## src/rtl/mm_pkg.sv

```systemverilog
// Package: shared constants, types and helpers for the dot-product unit.
// Assumes byte addressing with 16-bit memory elements, two per register.
package mm_pkg;

    // Memory walk order selected by the top control bit.
    typedef enum logic {
        LAYOUT_ROW = 1'b0,
        LAYOUT_COL = 1'b1
    } layout_e;

    // Byte offset from the element pointer to the word actually read.
    localparam int unsigned ELEM_OFS   = 2;
    // Byte step between elements in row layout.
    localparam int unsigned ROW_STEP   = 4;
    // Shift that turns an element count into a column step (x4).
    localparam int unsigned COL_SHIFT  = 2;

    // Pick the 16-bit element inside a packed register: even = upper half.
    function automatic logic [15:0] pick_half(input logic [31:0] word,
                                              input logic odd);
        return odd ? word[15:0] : word[31:16];
    endfunction

endpackage

```

## src/rtl/mm_seq.sv

```systemverilog
// Module: mm_seq
// Sequencer for one dot-product operation. It accepts a start while idle,
// latches count, layout and base, counts acknowledged elements and
// produces the step, finish and empty strobes that the datapath consumes.
// Assumes ack_i is meaningful only while a request is outstanding.
module mm_seq
    import mm_pkg::*;
#(
    parameter int CNT_W  = 4,
    parameter int RIDX_W = 5
) (
    input  logic              clk,
    input  logic              rst_n,
    input  logic              start_i,
    input  logic [CNT_W-1:0]  cnt_i,
    input  layout_e           mode_i,
    input  logic [RIDX_W-1:0] base_i,
    input  logic              ack_i,
    output logic              accept_o,
    output logic              step_o,
    output logic              fin_o,
    output logic              empty_o,
    output logic              busy_o,
    output logic              done_o,
    output logic [CNT_W-1:0]  idx_o,
    output logic [CNT_W-1:0]  cnt_o,
    output layout_e           mode_o,
    output logic [RIDX_W-1:0] base_o
);

    logic              busy_q;
    logic              done_q;
    logic [CNT_W-1:0]  idx_q;
    logic [CNT_W-1:0]  cnt_q;
    layout_e           mode_q;
    logic [RIDX_W-1:0] base_q;
    logic              last_elem;

    // Decode the per-cycle strobes from the current state and inputs.
    always_comb begin
        accept_o  = start_i && !busy_q;
        step_o    = busy_q && ack_i;
        last_elem = (idx_q == (cnt_q - CNT_W'(1)));
        fin_o     = step_o && last_elem;
        empty_o   = accept_o && (cnt_i == '0);
    end

    // Busy/done control and element counter.
    always_ff @(posedge clk) begin
        if (!rst_n) begin
            busy_q <= 1'b0;
            done_q <= 1'b0;
            idx_q  <= '0;
        end else begin
            done_q <= fin_o || empty_o;
            if (accept_o) begin
                busy_q <= (cnt_i != '0);
                idx_q  <= '0;
            end else if (step_o) begin
                idx_q <= idx_q + CNT_W'(1);
                if (last_elem) begin
                    busy_q <= 1'b0;
                end
            end
        end
    end

    // Operand capture, only when a start is accepted.
    always_ff @(posedge clk) begin
        if (!rst_n) begin
            cnt_q  <= '0;
            mode_q <= LAYOUT_ROW;
            base_q <= '0;
        end else if (accept_o) begin
            cnt_q  <= cnt_i;
            mode_q <= mode_i;
            base_q <= base_i;
        end
    end

    assign busy_o = busy_q;
    assign done_o = done_q;
    assign idx_o  = idx_q;
    assign cnt_o  = cnt_q;
    assign mode_o = mode_q;
    assign base_o = base_q;

    // a nonzero-count start makes the unit busy on the next cycle.
    p_busy_rise_r7: assert property (@(posedge clk) disable iff (!rst_n)
        (accept_o && cnt_i != '0) |=> busy_q);

    // the done pulse never coincides with busy.
    p_done_idle_r7: assert property (@(posedge clk) disable iff (!rst_n)
        done_q |-> !busy_q);

    // latched operands stay put while an operation runs.
    p_ignore_start_r10: assert property (@(posedge clk) disable iff (!rst_n)
        busy_q |=> ($stable(cnt_q) && $stable(base_q) && $stable(mode_q)));

    // the element index never reaches the latched count while busy.
    p_idx_bound_r2: assert property (@(posedge clk) disable iff (!rst_n)
        busy_q |-> (idx_q < cnt_q));

endmodule

```

## src/rtl/mm_addr.sv

```systemverilog
// Module: mm_addr
// Element pointer for the memory stream. It loads the start pointer,
// fixes the per-element step from layout and count at load time, and
// advances once per acknowledged element. The read address is pointer + 2.
// Assumes load_i and step_i are never high together.
module mm_addr
    import mm_pkg::*;
#(
    parameter int ADDR_W = 24,
    parameter int CNT_W  = 4
) (
    input  logic              clk,
    input  logic              rst_n,
    input  logic              load_i,
    input  logic              step_i,
    input  logic              busy_i,
    input  logic [ADDR_W-1:0] ptr_i,
    input  logic [CNT_W-1:0]  cnt_i,
    input  layout_e           mode_i,
    output logic [ADDR_W-1:0] addr_o
);

    logic [ADDR_W-1:0] ptr_q;
    logic [ADDR_W-1:0] stride_q;
    logic [ADDR_W-1:0] stride_d;

    // Per-element step chosen by the layout.
    always_comb begin
        if (mode_i == LAYOUT_COL) begin
            stride_d = ADDR_W'(cnt_i) << COL_SHIFT;
        end else begin
            stride_d = ADDR_W'(ROW_STEP);
        end
    end

    // Pointer and step registers.
    always_ff @(posedge clk) begin
        if (!rst_n) begin
            ptr_q    <= '0;
            stride_q <= '0;
        end else if (load_i) begin
            ptr_q    <= ptr_i;
            stride_q <= stride_d;
        end else if (step_i) begin
            ptr_q <= ptr_q + stride_q;
        end
    end

    assign addr_o = ptr_q + ADDR_W'(ELEM_OFS);

    // each consumed element moves the pointer by exactly one step.
    p_stride_r5: assert property (@(posedge clk) disable iff (!rst_n)
        step_i |=> (ptr_q == $past(ptr_q) + $past(stride_q)));

    // the pointer is held while a request waits for its acknowledge.
    p_addr_hold_r4: assert property (@(posedge clk) disable iff (!rst_n)
        (busy_i && !step_i) |=> $stable(ptr_q));

endmodule

```

## src/rtl/mm_acc.sv

```systemverilog
// Module: mm_acc
// Multiply-accumulate datapath. It selects the register half for the
// current element, forms a signed 16x16 product with the memory word and
// adds it to a 32-bit accumulator. On finish it publishes the total and
// its flags; an empty operation publishes zero.
// Assumes clear_i and step_i are never high together.
module mm_acc
    import mm_pkg::*;
#(
    parameter int DATA_W = 32,
    parameter int HALF_W = DATA_W / 2
) (
    input  logic              clk,
    input  logic              rst_n,
    input  logic              clear_i,
    input  logic              step_i,
    input  logic              fin_i,
    input  logic              empty_i,
    input  logic              odd_i,
    input  logic [DATA_W-1:0] rf_data_i,
    input  logic [HALF_W-1:0] mem_data_i,
    output logic [DATA_W-1:0] result_o,
    output logic              flag_z_o,
    output logic              flag_n_o
);

    logic signed [HALF_W-1:0] reg_elem;
    logic signed [HALF_W-1:0] mem_elem;
    logic signed [DATA_W-1:0] prod;
    logic        [DATA_W-1:0] sum;
    logic        [DATA_W-1:0] acc_q;
    logic        [DATA_W-1:0] result_q;
    logic                     z_q;
    logic                     n_q;

    // Operand selection, signed product and running sum.
    always_comb begin
        reg_elem = pick_half(rf_data_i, odd_i);
        mem_elem = mem_data_i;
        prod     = DATA_W'(reg_elem) * DATA_W'(mem_elem);
        sum      = acc_q + prod;
    end

    // Running accumulator.
    always_ff @(posedge clk) begin
        if (!rst_n) begin
            acc_q <= '0;
        end else if (clear_i) begin
            acc_q <= '0;
        end else if (step_i) begin
            acc_q <= sum;
        end
    end

    // Published result and flags.
    always_ff @(posedge clk) begin
        if (!rst_n) begin
            result_q <= '0;
            z_q      <= 1'b0;
            n_q      <= 1'b0;
        end else if (empty_i) begin
            result_q <= '0;
            z_q      <= 1'b1;
            n_q      <= 1'b0;
        end else if (fin_i) begin
            result_q <= sum;
            z_q      <= (sum == '0);
            n_q      <= sum[DATA_W-1];
        end
    end

    assign result_o = result_q;
    assign flag_z_o = z_q;
    assign flag_n_o = n_q;

    // a new operation starts from a zero total.
    p_clear_r6: assert property (@(posedge clk) disable iff (!rst_n)
        clear_i |=> (acc_q == '0));

    // each non-final element adds exactly its product.
    p_accum_r6: assert property (@(posedge clk) disable iff (!rst_n)
        (step_i && !fin_i) |=> (acc_q == $past(acc_q) + $past(prod)));

    // the result and flags hold between completions.
    p_hold_r8: assert property (@(posedge clk) disable iff (!rst_n)
        !(fin_i || empty_i) |=> ($stable(result_q) && $stable(z_q) && $stable(n_q)));

    // an empty operation reports zero with the zero flag set.
    p_empty_r9: assert property (@(posedge clk) disable iff (!rst_n)
        empty_i |=> (result_q == '0 && z_q && !n_q));

endmodule

```

## src/rtl/mm_dot_unit.sv

```systemverilog
// Module: mm_dot_unit (top)
// Sequential dot product of packed register elements with 16-bit memory
// words. It ties the sequencer, the pointer and the accumulator together
// and forms the register index base + (element >> 1).
// Assumes a combinational register read port and a memory port that
// returns data in the cycle it acknowledges.
module mm_dot_unit
    import mm_pkg::*;
#(
    parameter int DATA_W = 32,
    parameter int ADDR_W = 24,
    parameter int CNT_W  = 4,
    parameter int RIDX_W = 5,
    localparam int HALF_W = DATA_W / 2,
    localparam int CTRL_W = CNT_W + 1
) (
    input  logic              clk,
    input  logic              rst_n,
    input  logic              start_i,
    input  logic [CTRL_W-1:0] ctrl_i,
    input  logic [ADDR_W-1:0] ptr_i,
    input  logic [RIDX_W-1:0] base_i,
    output logic              mem_req_o,
    output logic [ADDR_W-1:0] mem_addr_o,
    input  logic              mem_ack_i,
    input  logic [HALF_W-1:0] mem_rdata_i,
    output logic [RIDX_W-1:0] rf_idx_o,
    input  logic [DATA_W-1:0] rf_data_i,
    output logic              busy_o,
    output logic              done_o,
    output logic [DATA_W-1:0] result_o,
    output logic              flag_z_o,
    output logic              flag_n_o
);

    logic              accept;
    logic              step;
    logic              fin;
    logic              empty;
    logic              busy;
    logic [CNT_W-1:0]  idx;
    logic [CNT_W-1:0]  cnt_q;
    layout_e           mode_q;
    logic [RIDX_W-1:0] base_q;
    layout_e           mode_in;

    assign mode_in = layout_e'(ctrl_i[CNT_W]);

    mm_seq #(.CNT_W(CNT_W), .RIDX_W(RIDX_W)) u_seq (
        .clk      (clk),
        .rst_n    (rst_n),
        .start_i  (start_i),
        .cnt_i    (ctrl_i[CNT_W-1:0]),
        .mode_i   (mode_in),
        .base_i   (base_i),
        .ack_i    (mem_ack_i),
        .accept_o (accept),
        .step_o   (step),
        .fin_o    (fin),
        .empty_o  (empty),
        .busy_o   (busy),
        .done_o   (done_o),
        .idx_o    (idx),
        .cnt_o    (cnt_q),
        .mode_o   (mode_q),
        .base_o   (base_q)
    );

    mm_addr #(.ADDR_W(ADDR_W), .CNT_W(CNT_W)) u_addr (
        .clk    (clk),
        .rst_n  (rst_n),
        .load_i (accept),
        .step_i (step),
        .busy_i (busy),
        .ptr_i  (ptr_i),
        .cnt_i  (ctrl_i[CNT_W-1:0]),
        .mode_i (mode_in),
        .addr_o (mem_addr_o)
    );

    mm_acc #(.DATA_W(DATA_W)) u_acc (
        .clk        (clk),
        .rst_n      (rst_n),
        .clear_i    (accept),
        .step_i     (step),
        .fin_i      (fin),
        .empty_i    (empty),
        .odd_i      (idx[0]),
        .rf_data_i  (rf_data_i),
        .mem_data_i (mem_rdata_i),
        .result_o   (result_o),
        .flag_z_o   (flag_z_o),
        .flag_n_o   (flag_n_o)
    );

    // Register index for the current element: two elements per register.
    always_comb begin
        rf_idx_o = base_q + RIDX_W'(idx >> 1);
    end

    assign mem_req_o = busy;
    assign busy_o    = busy;

    // the register index moves only when an element is consumed or a start loads.
    p_idx_hold_r3: assert property (@(posedge clk) disable iff (!rst_n)
        (busy && !step) |=> $stable(rf_idx_o));

    // an empty operation never raises a request.
    p_no_req_empty_r9: assert property (@(posedge clk) disable iff (!rst_n)
        empty |=> !mem_req_o);

    // with no request pending, an acknowledge leaves the running total alone.
    p_stray_ack_r11: assert property (@(posedge clk) disable iff (!rst_n)
        (!busy && !accept) |=> $stable(result_o));

endmodule

```

## config.mk

```make
export PLATFORM = sky130hd
export DESIGN_NAME = mm_dot_unit
export DESIGN_NICKNAME = d
export VERILOG_FILES = /design/src/rtl/mm_pkg.sv /design/src/rtl/mm_seq.sv /design/src/rtl/mm_addr.sv /design/src/rtl/mm_acc.sv /design/src/rtl/mm_dot_unit.sv
export SDC_FILE = /design/constraint.sdc
export NUM_CORES = 1
export LEC_CHECK = 0
export BUFFER_PORTS_ARGS = -buffer_cell sky130_fd_sc_hd__buf_2
export CORE_MARGIN = 2
export CORE_UTILIZATION = 30
export DETAILED_ROUTE_END_ITERATION = 10
export PLACE_DENSITY_LB_ADDON = 0.3
export REMOVE_ABC_BUFFERS = 1
export SYNTH_ARGS = -nofsm -noshare
export SYNTH_HDL_FRONTEND = slang
export SYNTH_SLANG_ARGS = --single-unit
```

## constraint.sdc

```tcl
create_clock -name clk -period 20.3 [get_ports clk]
set_clock_uncertainty 0.05 [all_clocks]
set_input_delay 4.06 -clock clk [delete_from_list [all_inputs] [get_ports clk]]
set_output_delay 4.06 -clock clk [all_outputs]
set_load 0.05 [all_outputs]
```

==> results.md, run 1 <==
* Cells along the critical path: buf_2, mux2_2, nand2_1, inv_1, fa_1, inv_1, fa_1, inv_1, fa_1, fa_1, fa_1, inv_1, fa_1, inv_1, ha_1, a21oi_1, o21ai_0, a21o_1, a21oi_1, o21ai_1, xor2_2, or3b_1, or4b_1, o31ai_2
* Count leader, synth: inv_1
* Pre-Repair DR Iteration Count at 5
* Post-DP HPWL at between 30000 and 40000 um
* EDFF count, synth at 0
* Crit path max-delay cell type: fa_1
* Max-cap violations at 0
* Avg WL per Cell at around 16 um
* Most used cell, CP: fa_1
* Vias/cell at approximately 4.6
* CP Data Arrival Time at between 10 and 15 ns
* Worst-skew pair later-pin latency at about 0.35 ns
* Detailed Route Iter0 Violations at 550
* Critical Path Source Type: input pin
* Detailed-route DRC error count at 0
* Unrepaired setup endpoints after global routing: no
* CP Capture Type: register
* Min Tclk post-route at approximately 11 ns
* Most used flip-flop cell after synthesis: dfxtp_1
* Hold Path Stages at 2
* Post-synth top area share at 0.367
* Yosys reg bits at ~110
* Clock buffer count from CTS at 9
* Clk pin slew, worst setup/hold paths at approximately 0.08 ns
* CP Data Required Time at 20.52 ns
* P&R area growth vs syn at 10.7%
* Slew of the pin with the lowest slew margin at 1.18 ns
* Top cells by count, synth: inv_1 (353), fa_1 (294), nand2_1 (245)
* Fillers at 5465
* Final setup fails at 0
* Root buffer cell: clkbuf_16
* Top cells by area, synth: fa_1 (37%), dfxtp_1 (13%), ha_1 (8.4%)
* Vias in the first global route at 13.0k
* WS Path Type: in2reg
* Depth of the CTS H-tree at 3
* CTS tree: built
* Overflow after GRT at 0
* Footprint of the multi-input gates at 0.0123 mm^2
* First-pass GRT wire length at between 70000 and 80000 um
* CP max FO at 16
* CTS Buffer Depth at 2
* Ys Warns at 0
* Die height at about 240 um
* Layout cell share with drive strength beyond 1 at 0.112
* Register area at about 0.0022 mm^2
* Tot GR Track Use at 0.160
* Syn avg cell area at ~9 um^2
* Clk sinks at roughly 110
* Final Hold Vio Count at 0
* Largest net degree at the start of global routing at 57
* Final period util at 0.553
* Max_slew headroom at 0.214
* Die Span X at ~240 um
* Hold WC Path Type: reg2reg
* Area leader, netlist: fa_1
* Nets at approximately 2.4k
* Reg2reg path depth at 24
* Final Max Tran Viols at 0
* I/O pin cnt at approximately 150
* DRT antenna net count at 0
* Number of core rows at between 80 and 90
* Core area at 0.0527 mm^2
* Port Buf Inserts at between 150 and 200
* Post-CTS setup buffer count at 0
* Register area share after synthesis at 0.135
* Outcome: complete, no violations
* ANT cells at 0
* Initial antenna violation count at 0
* Post-Syn Area at about 0.016 mm^2
* Fmax at 89.1 MHz
* Dpl ws at between 8 and 9 ns
* Drt total wl at 42500 um
* Post-synthesis cell count at 1795
* Post-Route Setup TNS at 0 ns
* Post-cts sizing count at 0
* Post-synthesis cell type count at 63
* Via count at roughly 12k
* GPL Wtd Cong at ~0.85
* FFs w/ async S/R, synth at 0
* Min setup slack post-route at approximately 9 ns
* Initial Util at 0.304
* CP peak stage delay at roughly 0.72 ns
* DIE AREA at about 0.055 mm^2
* # hold bufs at CTS at 0
[placed cells by master, fill, tap and decap left out, types with 22 or more instances in the layout]
master / Yosys / layout
inv_1: 353 / 353
fa_1: 294 / 294
nand2_1: 245 / 244
buf_2: 1 / 151
and2_1: 124 / 124
ha_1: 108 / 108
dfxtp_1: 108 / 108
nor2_1: 86 / 86
a21oi_1: 61 / 61
xnor2_1: 49 / 49
xor2_1: 31 / 31
mux2i_1: 24 / 24
nand3_1: 24 / 23
o21ai_0: 22 / 22
[flip-flops by register name (all words and copies together) (netlist names)]
register	cells
u_seq.cnt_o	4
u_seq.done_o	1
u_acc.flag_z_o	1
u_seq.busy_o	1
u_addr.ptr_q	24
u_addr.stride_q	4
u_seq.idx_o	4
u_acc.result_o	31
u_acc.acc_q	32
u_acc.flag_n_o	1
u_seq.base_o	5
[cell type report]
type,count,area share
clock buffer,9,0.0127
clock inverter,7,0.00508
timing repair buffer,159,0.0460
multi-input combinational,1261,0.691
tap,688,0.0485
sequential,108,0.122
inverter,353,0.0747
[cell families after synthesis]
group | share of synthesized area
buffers and inverters | 0.101
flip-flops | 0.135
XOR/XNOR | 0.0447
adder cells (fa/ha/maj) | 0.452
AND/OR/NAND/NOR | 0.165
AO/OA/AOI/OAI | 0.0763
multiplexers | 0.0262
[path summary, 6_finish.rpt]
path                    from         endpoint  slack (ns)
max            rf_data_i[15]   u_acc.flag_z_o        9.08
min          u_addr.ptr_q[0]  u_addr.ptr_q[0]        0.41
max reg2reg   u_seq.idx_o[0]   u_acc.flag_z_o       11.76
min reg2reg  u_addr.ptr_q[0]  u_addr.ptr_q[0]        0.41
[metal layers]
metal	vias up	wire length [um]	track usage
met5	-	0	0
met4	0	430	0.0274
met3	27	1890	0.0185
met2	263	19300	0.257
met1	6017	20900	0.232
li1	5698	-	-
[critical path: cells and delay by family]
family / cells / cell delay [ns]
buf+inv: 6 / 0.57
xor+xnor: 1 / 0.14
compound gates: 6 / 1.35
simple gates: 3 / 1.15
mux: 1 / 0.43
fa+ha+maj: 7 / 3.72
[per-stage QoR]
step	hold WS (ns)	util	cell area [um^2]	instances
2_1_floorplan	0.386	-	15700	1722
3_3_place_gp	0.400	0.331	17400	2569
3_5_place_dp	0.405	0.331	17400	2569
4_1_cts	0.416	0.337	17700	2585
5_1_grt	0.445	0.337	17700	2585
6_report	0.411	0.337	17700	2585
Power of run 1 is not shown: default switching activity piles up to over one toggle a cycle in this logic, so the estimate is an artifact.
==> run 2, diff against run 1 <==
- clock period: 20.3 -> 10.2 ns (I/O delays scaled with it)
==> results.md, run 2 (synthesis results as in run 1) <==
* Fmax at ~110 MHz
* Root buffer cell: clkbuf_16
* CP Capture Type: register
* Port Buf Inserts at approximately 150
* Post-DP HPWL at about 35000 um
* DRT antenna net count at 0
* Max-cap violations at 0
* Clk sinks at between 100 and 150
* Final period util at 0.887
* CP max FO at 16
* CTS tree: built
* Most frequent cells in the layout: inv_1 (353), fa_1 (294), nand2_1 (244), buf_2 (151), and2_1 (124)
* Nets at around 2.4k
* Number of core rows at 84
* Core area at around 0.053 mm^2
* Die height at between 200 and 250 um
* DIE AREA at ~0.055 mm^2
* CTS Buffer Depth at 2
* Avg WL per Cell at roughly 16 um
* Layout cell share with drive strength beyond 1 at 0.112
* Final Hold Vio Count at 0
* Post-CTS setup buffer count at 0
* CP Data Arrival Time at approximately 9.3 ns
* Worst-skew pair later-pin latency at about 0.36 ns
* Post-cts sizing count at 0
* P&R area growth vs syn at 10.7%
* Min Tclk post-route at 9.05 ns
* Tot GR Track Use at 0.158
* Detailed Route Iter0 Violations at 493
* WS Path Type: in2reg
* Vias in the first global route at around 13k
* Initial antenna violation count at 0
* Largest register FFs at 32
* ANT cells at 0
* Clk pin slew, worst setup/hold paths at roughly 0.080 ns
* Slew of the pin with the lowest slew margin at between 1 and 1.5 ns
* Depth of the CTS H-tree at 3
* Unrepaired setup endpoints after global routing: no
* Clock buffer count from CTS at 9
* I/O pin cnt at between 150 and 200
* First-pass GRT wire length at 71000 um
* Final setup fails at 0
* Post-Route Setup TNS at 0 ns
* Critical Path Source Type: input pin
* Pre-Repair DR Iteration Count at 4
* Register bank with the most flops: u_acc.acc_q
* Final Util at 0.337
* Via count at 11.9k
* Hold WC Path Type: reg2reg
* Outcome: complete, no violations
* Drt total wl at 42200 um
* Initial Util at 0.304
* Final Max Tran Viols at 0
* Vias/cell at roughly 4.6
* Max_slew headroom at 0.231
* Largest net degree at the start of global routing at between 50 and 60
* GPL Wtd Cong at around 0.86
* Detailed-route DRC error count at 0
* CP Data Required Time at roughly 10 ns
* Die Span X at approximately 240 um
* Overflow after GRT at 0
* Commonest non-fill, non-tap cell in the layout: inv_1
* # hold bufs at CTS at 0
[run 2: through the flow]
step                hold WS [ns]  worst slack, ns  instance area, um^2  cells
finish                     0.407             1.15                17700   2585
global route               0.445            0.686                17700   2585
CTS                        0.409             1.10                17700   2585
detailed placement         0.398            0.781                17400   2569
global placement           0.399            0.841                17400   2569
floorplan                  0.386             1.54                15700   1722
[run 2: layout make-up]
| class | instances | area (um^2) |
|---|---|---|
| Timing Repair Buffer | 159 | 816 |
| Multi-Input combinational cell | 1261 | 12300 |
| Inverter | 353 | 1330 |
| Fill cell | 5445 | 34900 |
| Clock buffer | 9 | 225 |
| Sequential cell | 108 | 2160 |
| Clock inverter | 7 | 88.8 |
| Tap cell | 688 | 861 |
[run 2: worst paths after layout]
kind	startpoint	to	slack (ns)	cells past startpoint
min	u_acc.acc_q[15]	u_acc.acc_q[15]	0.41	2
max	rf_data_i[15]	u_acc.flag_z_o	1.15	24
min reg2reg	u_acc.acc_q[15]	u_acc.acc_q[15]	0.41	2
max reg2reg	u_seq.idx_o[0]	u_acc.flag_z_o	1.88	24
[run 2: routing by layer]
layer | track usage | vias to the layer above | wire length (um)
met1 | 0.230 | 5964 | 20700
met4 | 0.0209 | 0 | 266
met2 | 0.256 | 233 | 19300
met3 | 0.0217 | 13 | 1990
li1 | - | 5694 | -
met5 | 0 | - | 0
[run 2: worst max-delay path: stages]
cell and delay (ns):
buf_2 0.09, mux2_2 0.43, nand2_1 0.21, inv_1 0.08, fa_1 0.73, inv_1 0.11
fa_1 0.67, inv_1 0.19, fa_1 0.49, fa_1 0.51, fa_1 0.49, inv_1 0.05
fa_1 0.47, inv_1 0.05, ha_1 0.37, a21oi_1 0.09, o21ai_0 0.41, a21o_1 0.30
a21oi_1 0.09, o21ai_1 0.17, xor2_2 0.13, or3b_1 0.37, or4b_1 0.52, o31ai_2 0.19
Power of run 2 is left out for the same reason.
